==> config.mk <==
export PLATFORM = sky130hd
export DESIGN_NAME = dec_exec_unit
export DESIGN_NICKNAME = d
export VERILOG_FILES = /design/src/rtl/dec_pkg.sv /design/src/rtl/dec_decode.sv /design/src/rtl/dec_alu.sv /design/src/rtl/dec_flag_merge.sv /design/src/rtl/dec_exec_unit.sv
export SDC_FILE = /design/constraint.sdc
export NUM_CORES = 1
export LEC_CHECK = 0
export ABC_AREA = 1
export BUFFER_PORTS_ARGS = -buffer_cell sky130_fd_sc_hd__buf_2
export CAP_MARGIN = 25
export CORE_MARGIN = 3
export CORE_UTILIZATION = 55
export DETAILED_ROUTE_END_ITERATION = 7
export PLACE_DENSITY = 0.86
export SYNTH_ARGS = -nofsm -noshare
export SYNTH_HDL_FRONTEND = slang
export SYNTH_SLANG_ARGS = --single-unit
==> constraint.sdc <==
create_clock -name clk -period 9.65 [get_ports clk]
set_input_delay 1.4475 -clock clk [delete_from_list [all_inputs] [get_ports clk]]
set_output_delay 1.4475 -clock clk [all_outputs]
set_load 0.01 [all_outputs]
==> src/rtl/dec_pkg.sv <==
package dec_pkg;
  localparam int unsigned DATA_W    = 64;
  localparam int unsigned NUM_SIZES = 4;
  localparam int unsigned REG_IDX_W = 4;

  typedef enum logic [1:0] {
    SZ_8  = 2'd0,
    SZ_16 = 2'd1,
    SZ_32 = 2'd2,
    SZ_64 = 2'd3
  } op_size_e;

  // Flag word bit positions consumed by the neighbouring flag register
  localparam int unsigned FLG_CF = 0;
  localparam int unsigned FLG_PF = 2;
  localparam int unsigned FLG_AF = 4;
  localparam int unsigned FLG_ZF = 6;
  localparam int unsigned FLG_SF = 7;
  localparam int unsigned FLG_OF = 11;

  localparam logic [7:0] OPC_GRP_BYTE = 8'hFE;
  localparam logic [7:0] OPC_GRP_WIDE = 8'hFF;
  localparam logic [4:0] OPC_SHORT_HI = 5'b01001;
  localparam logic [2:0] GRP_SEL_DEC  = 3'd1;
  localparam logic [1:0] MOD_REG      = 2'd3;

  typedef struct packed {
    logic of_f;
    logic sf_f;
    logic zf_f;
    logic af_f;
    logic pf_f;
  } arith_flags_t;

  typedef struct packed {
    logic                 is_dec;
    logic                 to_mem;
    logic                 lock_bad;
    op_size_e             size;
    logic [REG_IDX_W-1:0] reg_idx;
    logic                 hi_byte;
  } dec_info_t;
endpackage

==> src/rtl/dec_decode.sv <==
module dec_decode
  import dec_pkg::*;
(
  input  logic [7:0] opcode,
  input  logic [1:0] modrm_mod,
  input  logic [2:0] modrm_reg,
  input  logic [2:0] modrm_rm,
  input  logic       pfx_opsize,
  input  logic       pfx_rex,
  input  logic       pfx_rex_w,
  input  logic       pfx_rex_b,
  input  logic       pfx_lock,
  input  logic       mode64,
  output dec_info_t  info
);
  logic grp_form;
  logic short_form;
  logic rex_eff;
  logic byte_op;
  logic reg_dst;

  always_comb begin
    grp_form   = ((opcode == OPC_GRP_BYTE) || (opcode == OPC_GRP_WIDE)) &&
                 (modrm_reg == GRP_SEL_DEC);
    short_form = (opcode[7:3] == OPC_SHORT_HI) && !mode64;
    rex_eff    = mode64 && pfx_rex;
    byte_op    = (opcode == OPC_GRP_BYTE);
    reg_dst    = short_form || (modrm_mod == MOD_REG);

    info.is_dec   = grp_form || short_form;
    info.to_mem   = grp_form && (modrm_mod != MOD_REG);
    info.lock_bad = pfx_lock && reg_dst;

    // operand width: W wins over the size override
    if (byte_op)                    info.size = SZ_8;
    else if (rex_eff && pfx_rex_w)  info.size = SZ_64;
    else if (pfx_opsize)            info.size = SZ_16;
    else                            info.size = SZ_32;

    // destination register selection
    info.reg_idx = '0;
    info.hi_byte = 1'b0;
    if (short_form) begin
      info.reg_idx = {1'b0, opcode[2:0]};
    end else if (modrm_mod == MOD_REG) begin
      if (byte_op && !rex_eff && modrm_rm[2]) begin
        info.reg_idx = {2'b00, modrm_rm[1:0]};
        info.hi_byte = 1'b1;
      end else begin
        info.reg_idx = {rex_eff && pfx_rex_b, modrm_rm};
      end
    end
  end
endmodule

==> src/rtl/dec_alu.sv <==
module dec_alu
  import dec_pkg::*;
(
  input  op_size_e          size,
  input  logic [DATA_W-1:0] dst,
  output logic [DATA_W-1:0] res,
  output arith_flags_t      fl
);
  logic [DATA_W-1:0] res_lane [NUM_SIZES];
  arith_flags_t      fl_lane  [NUM_SIZES];

  // one lane per width, all evaluated in parallel
  for (genvar g = 0; g < NUM_SIZES; g++) begin : g_lane
    localparam int unsigned W = 8 << g;
    logic [W-1:0] opnd;
    logic [W-1:0] diff;

    assign opnd = dst[W-1:0];
    assign diff = opnd - W'(1);

    assign res_lane[g]     = DATA_W'(diff);
    assign fl_lane[g].of_f = (opnd == {1'b1, {(W-1){1'b0}}});
    assign fl_lane[g].sf_f = diff[W-1];
    assign fl_lane[g].zf_f = (diff == '0);
    assign fl_lane[g].af_f = (opnd[3:0] == 4'h0);
    assign fl_lane[g].pf_f = ~^diff[7:0];
  end

  always_comb begin
    res = res_lane[size];
    fl  = fl_lane[size];
  end
endmodule

==> src/rtl/dec_flag_merge.sv <==
module dec_flag_merge
  import dec_pkg::*;
#(
  parameter int unsigned FLAG_W = 32
) (
  input  logic [FLAG_W-1:0] flags_in,
  input  arith_flags_t      fl,
  output logic [FLAG_W-1:0] flags_out
);
  always_comb begin
    flags_out         = flags_in;
    flags_out[FLG_OF] = fl.of_f;
    flags_out[FLG_SF] = fl.sf_f;
    flags_out[FLG_ZF] = fl.zf_f;
    flags_out[FLG_AF] = fl.af_f;
    flags_out[FLG_PF] = fl.pf_f;
  end
endmodule

==> src/rtl/dec_exec_unit.sv <==
module dec_exec_unit
  import dec_pkg::*;
#(
  parameter int unsigned FLAG_W = 32
) (
  input  logic                 clk,
  input  logic                 rst_n,
  input  logic                 start,
  input  logic [7:0]           opcode,
  input  logic [1:0]           modrm_mod,
  input  logic [2:0]           modrm_reg,
  input  logic [2:0]           modrm_rm,
  input  logic                 pfx_opsize,
  input  logic                 pfx_rex,
  input  logic                 pfx_rex_w,
  input  logic                 pfx_rex_b,
  input  logic                 pfx_lock,
  input  logic                 mode64,
  input  logic [DATA_W-1:0]    dst_val,
  input  logic [FLAG_W-1:0]    flags_in,
  output logic [1:0]           out_size,
  output logic [REG_IDX_W-1:0] out_reg,
  output logic                 out_hi_byte,
  output logic                 out_to_mem,
  output logic [DATA_W-1:0]    out_result,
  output logic [FLAG_W-1:0]    out_flags,
  output logic                 out_valid,
  output logic                 out_ud
);
  localparam int unsigned SYNC_STAGES = 2;

  // reset: asserted asynchronously, released on a clock edge
  logic [SYNC_STAGES-1:0] rst_sync_q;
  logic                   rst_int_n;

  always_ff @(posedge clk or negedge rst_n) begin
    if (!rst_n) rst_sync_q <= '0;
    else        rst_sync_q <= {rst_sync_q[SYNC_STAGES-2:0], 1'b1};
  end
  assign rst_int_n = rst_sync_q[SYNC_STAGES-1];

  dec_info_t         info;
  logic [DATA_W-1:0] alu_res;
  arith_flags_t      alu_fl;
  logic [FLAG_W-1:0] merged_flags;

  dec_decode u_decode (
    .opcode     (opcode),
    .modrm_mod  (modrm_mod),
    .modrm_reg  (modrm_reg),
    .modrm_rm   (modrm_rm),
    .pfx_opsize (pfx_opsize),
    .pfx_rex    (pfx_rex),
    .pfx_rex_w  (pfx_rex_w),
    .pfx_rex_b  (pfx_rex_b),
    .pfx_lock   (pfx_lock),
    .mode64     (mode64),
    .info       (info)
  );

  dec_alu u_alu (
    .size (info.size),
    .dst  (dst_val),
    .res  (alu_res),
    .fl   (alu_fl)
  );

  dec_flag_merge #(.FLAG_W(FLAG_W)) u_merge (
    .flags_in  (flags_in),
    .fl        (alu_fl),
    .flags_out (merged_flags)
  );

  // next-state
  logic valid_d;
  logic ud_d;
  logic load_en;

  always_comb begin
    valid_d = start && info.is_dec && !info.lock_bad;
    ud_d    = start && info.is_dec &&  info.lock_bad;
    load_en = valid_d;
  end

  // strobe registers
  logic valid_q;
  logic ud_q;

  always_ff @(posedge clk or negedge rst_int_n) begin
    if (!rst_int_n) begin
      valid_q <= 1'b0;
      ud_q    <= 1'b0;
    end else begin
      valid_q <= valid_d;
      ud_q    <= ud_d;
    end
  end

  // data registers, enabled only by a completing operation
  op_size_e             size_q;
  logic [REG_IDX_W-1:0] reg_q;
  logic                 hi_q;
  logic                 mem_q;
  logic [DATA_W-1:0]    res_q;
  logic [FLAG_W-1:0]    flags_q;

  always_ff @(posedge clk or negedge rst_int_n) begin
    if (!rst_int_n) begin
      size_q  <= SZ_8;
      reg_q   <= '0;
      hi_q    <= 1'b0;
      mem_q   <= 1'b0;
      res_q   <= '0;
      flags_q <= '0;
    end else if (load_en) begin
      size_q  <= info.size;
      reg_q   <= info.reg_idx;
      hi_q    <= info.hi_byte;
      mem_q   <= info.to_mem;
      res_q   <= alu_res;
      flags_q <= merged_flags;
    end
  end

  assign out_size    = size_q;
  assign out_reg     = reg_q;
  assign out_hi_byte = hi_q;
  assign out_to_mem  = mem_q;
  assign out_result  = res_q;
  assign out_flags   = flags_q;
  assign out_valid   = valid_q;
  assign out_ud      = ud_q;
endmodule

Word-level counts from Yosys, hierarchy flattened

Index checks and enable logic that the tools add are counted.

Output and inout port bits: 106
Flip-flop bits (word level): 108
Word-level logic and storage cells: 66

Muxes and demuxes: 14
$lt $le $gt $ge: 1
Add/sub/neg operators: 4
Bitwise operators: 1
Equality and inequality tests: 10
Reduce and logical (&&, ||, !) cells: 27

Operators with widths:

| operator                                                  | number |
|---|---|
| binary-select mux 64 bit (select 2 bit)                   | 1 |
| two-way mux 64 bit                                        | 2 |
| equality test 64 bit (second input constant)              | 1 |
| logical NOT 64 bit                                        | 1 |
| subtractor 64 x 1 -> 64 bit (second input constant)       | 1 |
| equality test 32 bit (second input constant)              | 1 |
| logical NOT 32 bit                                        | 1 |
| XNOR reduction 8 bit                                      | 4 |
| subtractor 32 x 1 -> 32 bit (second input constant)       | 1 |
| equality test 8 bit (second input constant)               | 3 |
| equality test 16 bit (second input constant)              | 1 |
| logical NOT 16 bit                                        | 1 |
| subtractor 16 x 1 -> 16 bit (second input constant)       | 1 |
| two-way mux 5 bit                                         | 3 |
| logical AND 1 bit                                         | 12 |
| binary-select mux 5 bit (select 2 bit)                    | 1 |
| logical NOT 8 bit                                         | 1 |
| two-way mux 4 bit                                         | 2 |
| subtractor 8 x 1 -> 8 bit (second input constant)         | 1 |
| two-way mux 2 bit                                         | 3 |
| equality test 5 x 4 -> 1 bit (second input constant)      | 1 |
| logical NOT 4 bit                                         | 1 |
| equality test 3 x 1 -> 1 bit (second input constant)      | 1 |
| greater-or-equal comparator 3 bit (second input constant) | 1 |
| 6 further kinds                                           | 11 |

Depth between registers and ports, before layout

Depth after elaboration: 8
Mapped depth: 18
Mapped depth without buffers: 18

Hierarchy

From an unflattened synthesis, not the netlist that was laid out.

Cell total of the unflattened synthesis: 1194
Area total of the unflattened synthesis: 7885.1 um^2

Modules (own cells, without submodules):

| module         | area an instance (um^2) | cells an instance | seq. area each (um^2) | instances |
|---|---|---|---|---|
| dec_exec_unit  | 4405.5                  | 473               | 2702.6                | 1 |
| dec_alu        | 3014.1                  | 641               | 0.0                   | 1 |
| dec_flag_merge | 240.2                   | 32                | 0.0                   | 1 |
| dec_decode     | 225.2                   | 48                | 0.0                   | 1 |

Least setup slack after synthesis

OpenSTA, ideal clock, no wires.

Kind: input -> register
Start: in dst_val[0]
End: reg flags_q[6], in the netlist out_flags[6]
Data required time: 9.577 ns
Data arrival time: 2.959 ns
Stages: 18
Path slack: 6.618 ns
Cells stage by stage: inv_1 > ha_1 > nand2_2 > nor2_8 > nand2_4 > nor2_8 > nand2_2 > nand2_1 > nand2_1 > inv_1 > nand2_1 > nor2_1 > nand2_1 > nor2_1 > nand2_1 > nand2_1 > nand2_1 > a21oi_2

Cells in the longest elaborated chain, start to end: 5

Ends and longest elaborated chain:

| item                                                    | line                 | source |
|---|---|---|
| start: declaration                                      | dec_exec_unit.sv:19  | `input logic [DATA_W-1:0] dst_val,` |
| subtractor 64 x 1 -> 64 bit (tied with other cells)     | dec_alu.sv:19        | `assign diff = opnd - W'(1);` |
| logical NOT 64 bit (tied with other cells)              | dec_alu.sv:24        | `assign fl_lane[g].zf_f = (diff == '0);` |
| binary-select mux 5 bit (select 2 bit) *                | dec_alu.sv:31        | `fl = fl_lane[size];` |
| two-way mux 5 bit (implied by the code) * (2 in series) | dec_alu.sv:31        |  |
| end signal: assignment                                  | dec_exec_unit.sv:121 | `flags_q <= merged_flags;` |
| end: declaration                                        | dec_exec_unit.sv:105 | `logic [FLAG_W-1:0] flags_q;` |

Mark *: on every way between the ends. The rest lies on a longest branch, timed or not. The select of a mux whose other input is x is not followed.
A chain may end at the register's enable or synchronous reset.

Final worst setup path

Start: in mode64
End: reg res_q[55], in the netlist out_result[55]

Cells in the longest elaborated chain, start to end: 8

Ends and longest elaborated chain:

| item                                                   | line                 | source |
|---|---|---|
| start: declaration                                     | dec_exec_unit.sv:18  | `input logic mode64,` |
| logical AND 1 bit                                      | dec_decode.sv:26     | `rex_eff = mode64 && pfx_rex;` |
| logical AND 1 bit                                      | dec_decode.sv:36     | `else if (rex_eff && pfx_rex_w) info.size = SZ_64;` |
| two-way mux 2 bit                                      | dec_decode.sv:36     |  |
| two-way mux 2 bit                                      | dec_decode.sv:35     | `if (byte_op) info.size = SZ_8;` |
| NOT 2 -> 3 bit (implied by the code)                   | dec_alu.sv:30        | `res = res_lane[size];` |
| binary-select mux 64 bit (select 2 bit)                | dec_alu.sv:30        |  |
| two-way mux 64 bit (implied by the code) (2 in series) | dec_alu.sv:30        |  |
| end signal: assignment                                 | dec_exec_unit.sv:120 | `res_q <= alu_res;` |
| end: declaration                                       | dec_exec_unit.sv:104 | `logic [DATA_W-1:0] res_q;` |

Parallel ways exist; a longest one is shown, timed or not. The select of a mux whose other input is x is not followed.

==> run summary <==
Chip width: 116 um
Most Crowded Layer GR: met2
Critical Path, Cell by Cell: buf_2, nor2_1, nand4_2, nand2_1, nand3_4, nor2_2, inv_2, nor2_4, inv_1, o21ai_0
Seq/Total Area, Yosys: 0.407
Yosys warning total: 0
Final ANT Viol Nets: 0
Internal power: 0.770 mW
Starting Density: 0.572
Mapped Area: 0.00665 mm2
Number of post-CTS setup repair buffers: 0
Clk slew on worst S/H paths: 0.08 ns
Ys async rst share: 1.00
Die Span Y: 116 um
Die area: 0.0134 mm2
Sw Share: 0.303
Final RePlAce weighted congestion: 0.969
Tmin final: 4.10 ns
Count of state elements after synthesis: 108
Worst-path fanout max: 77
Clock sinks: 108
Number of global-route vias before repair: 6493
Crit path launch type: input port
RSZ-0062 raised after global routing: false
Mapped Nets: 1080
Cts hold-fix bufs: 0
Vias/cell: 5.28
Slowest stage delay, CP: 0.59 ns
Leakage: 4.53 nW
Port bufs: 221
Grt met3 use: 0.0580
Nets: 1296
Rows: 39
Post-CTS sizing: 0
CTS Root Cell: clkbuf_16
Initial DRC count: 611
Worst min path class: reg -> async
Fmax achieved: 244 MHz
Max VDD drop: 85.2 uV
Final wirelength: 21300 um
Max cap viols: 0
Register Area: 0.00271 mm2
Layout cell share with drive strength beyond 1: 0.241
Tot GR Track Use: 0.318
Grt met1 use: 0.426
CTS tree: built
Total grt overflow: 0
Clock Power Share: 0.330
First-pass GRT wire length: 32600 um
Initial antenna violation count: 1
Final Max Slew Viols: 0
Setup TNS Final: 0 ns
Final Skew: 0.00594 ns
Crit path kind: in -> reg
Worst-path cell with the longest stage delay: nand3_4
PwrDens: 135 mW/mm2
Fill cells: 1004
Final core utilization: 0.707
Fin crit share: 0.425
Switching power: 0.335 mW
Wirelength per Cell: 16.2 um
Final setup fails: 0
Slew headroom: 0.482
Slew of the pin with the lowest slew margin: 0.777 ns
Inserted Clock Buffers: 9
Arrival time worst endpoint: 4.36 ns
Layout Area Growth over Synthesis: 23.5%
Pre-antenna DRT Iters: 5
EDFF count, synth: 0
DRC viols: 0
Gate power share: 0.199
Met2 usage: 0.535
Hold Vio Cnt, Final: 0
Boundary Pins: 227
Multi-input gate area: 0.00361 mm2
CP delay by family, top: simple AND/OR/NAND/NOR gates
Vias: 6963
Hpwl dp: 17600 um
Htree depth: 3
CP Data Required Time: 9.91 ns
Syn Inst Count: 954
Core ar.: 0.0116 mm2
Clk_lat worst skew: 0.36 ns
CP bufs+invs: 3
Largest net degree at the start of global routing: 84
Synth cell types: 37
Synth Area per Inst: 6.97 um2
Seq pwr share: 0.471
Synth Flop Type: dfrtp_1
Critical path endpoint category: register
Clk buf depth: 2
Number of flip-flops in the largest register: 64
Status: complete, no violations
-- layer usage --
layer	vias to the layer above	share of wire
li1	3423	-
met1	3179	0.42
met2	325	0.47
met3	36	0.095
met4	0	0.022
met5	-	0
-- cells by family (layout without fill, tap and decap cells) --
kind of cell,count (synthesis),count (layout),share of synthesized area
buffers and inverters,91,312,0.0527
flip-flops,108,108,0.407
adder cells (fa/ha/maj),5,5,0.00941
AO/OA/AOI/OAI,83,83,0.0736
XOR/XNOR,34,34,0.0448
AND/OR/NAND/NOR,632,632,0.412
other,1,2,0.000564
-- final cells by class --
cell class | count | area share
Tap cell | 143 | 0.0218
Antenna cell | 1 | 0.000305
Clock inverter | 6 | 0.00701
Clock buffer | 10 | 0.0291
Sequential cell | 108 | 0.330
Timing Repair Buffer | 225 | 0.140
Inverter | 71 | 0.0325
Multi-Input combinational cell | 755 | 0.440
-- worst paths after layout --
check / end / slack (ns) / cells after the start / start
min in group clk: rst_sync_q[1] / 0.36 / 0 / rst_sync_q[0]
worst max register to register: out_result[15] / 8.38 / 2 / rst_sync_q[1]
worst max-delay path: out_result[55] / 5.55 / 10 / mode64
worst min-delay path: out_flags[9] / 0.22 / 0 / rst_sync_q[1]
worst min register to register: out_flags[9] / 0.22 / 0 / rst_sync_q[1]
max in group asynchronous: out_result[15] / 8.38 / 2 / rst_sync_q[1]
-- cells in the final DEF (no fill, tap or decap), types with 6 or more instances in the layout --
cell type / instances
inv_1: 69
nor2_4: 11
nand2_2: 7
nor2_2: 6
xnor2_1: 17
o21ai_0: 61
nor2_1: 161
a22o_1: 11
nand2_1: 370
nand3_1: 30
dfrtp_1: 107
buf_2: 221
clkbuf_16: 9
nand3b_1: 13
nand4_1: 7
xor2_1: 17
-- stage by stage --
| step | area, um2 | hold slack (ns) | std cells | setup slack (ns) | power [mW] |
|---|---|---|---|---|---|
| 3_5_place_dp | 7890 | 0.220 | 1301 | 5.18 | 0.747 |
| 5_1_grt | 8210 | 0.246 | 1319 | 5.23 | 1.15 |
| 2_1_floorplan | 6650 | 0.331 | 954 | 6.42 | 0.634 |
| 4_1_cts | 8180 | 0.227 | 1317 | 5.54 | 1.11 |
| 3_3_place_gp | 7890 | 0.216 | 1301 | 5.38 | 0.740 |
| 6_report | 8210 | 0.217 | 1319 | 5.55 | 1.10 |
-- Yosys cell counts (6+ instances only) --
master / count / area [um2]
nand2_1: 370 / 1390
nor2_1: 161 / 604
dfrtp_1: 108 / 2700
inv_1: 69 / 259
o21ai_0: 61 / 305
nand3_1: 31 / 155
xnor2_1: 17 / 149
xor2_1: 17 / 149
nand3b_1: 13 / 97.6
a22o_1: 11 / 96.3
nor2_4: 11 / 124
clkbuf_1: 8 / 30.0
buf_2: 7 / 35.0
nand2_2: 7 / 43.8
nand4_1: 7 / 43.8
nor2_2: 6 / 37.5
-- power groups by stage --
stage	clock, mW	sequential, mW	combinational, mW
after CTS	0.367	0.520	0.219
after detailed placement	0	0.528	0.218
after global routing	0.386	0.526	0.243
after global placement	0	0.526	0.213
after floorplan	0	0.553	0.0813
final	0.365	0.520	0.220
(Power assumes the default switching activity.)
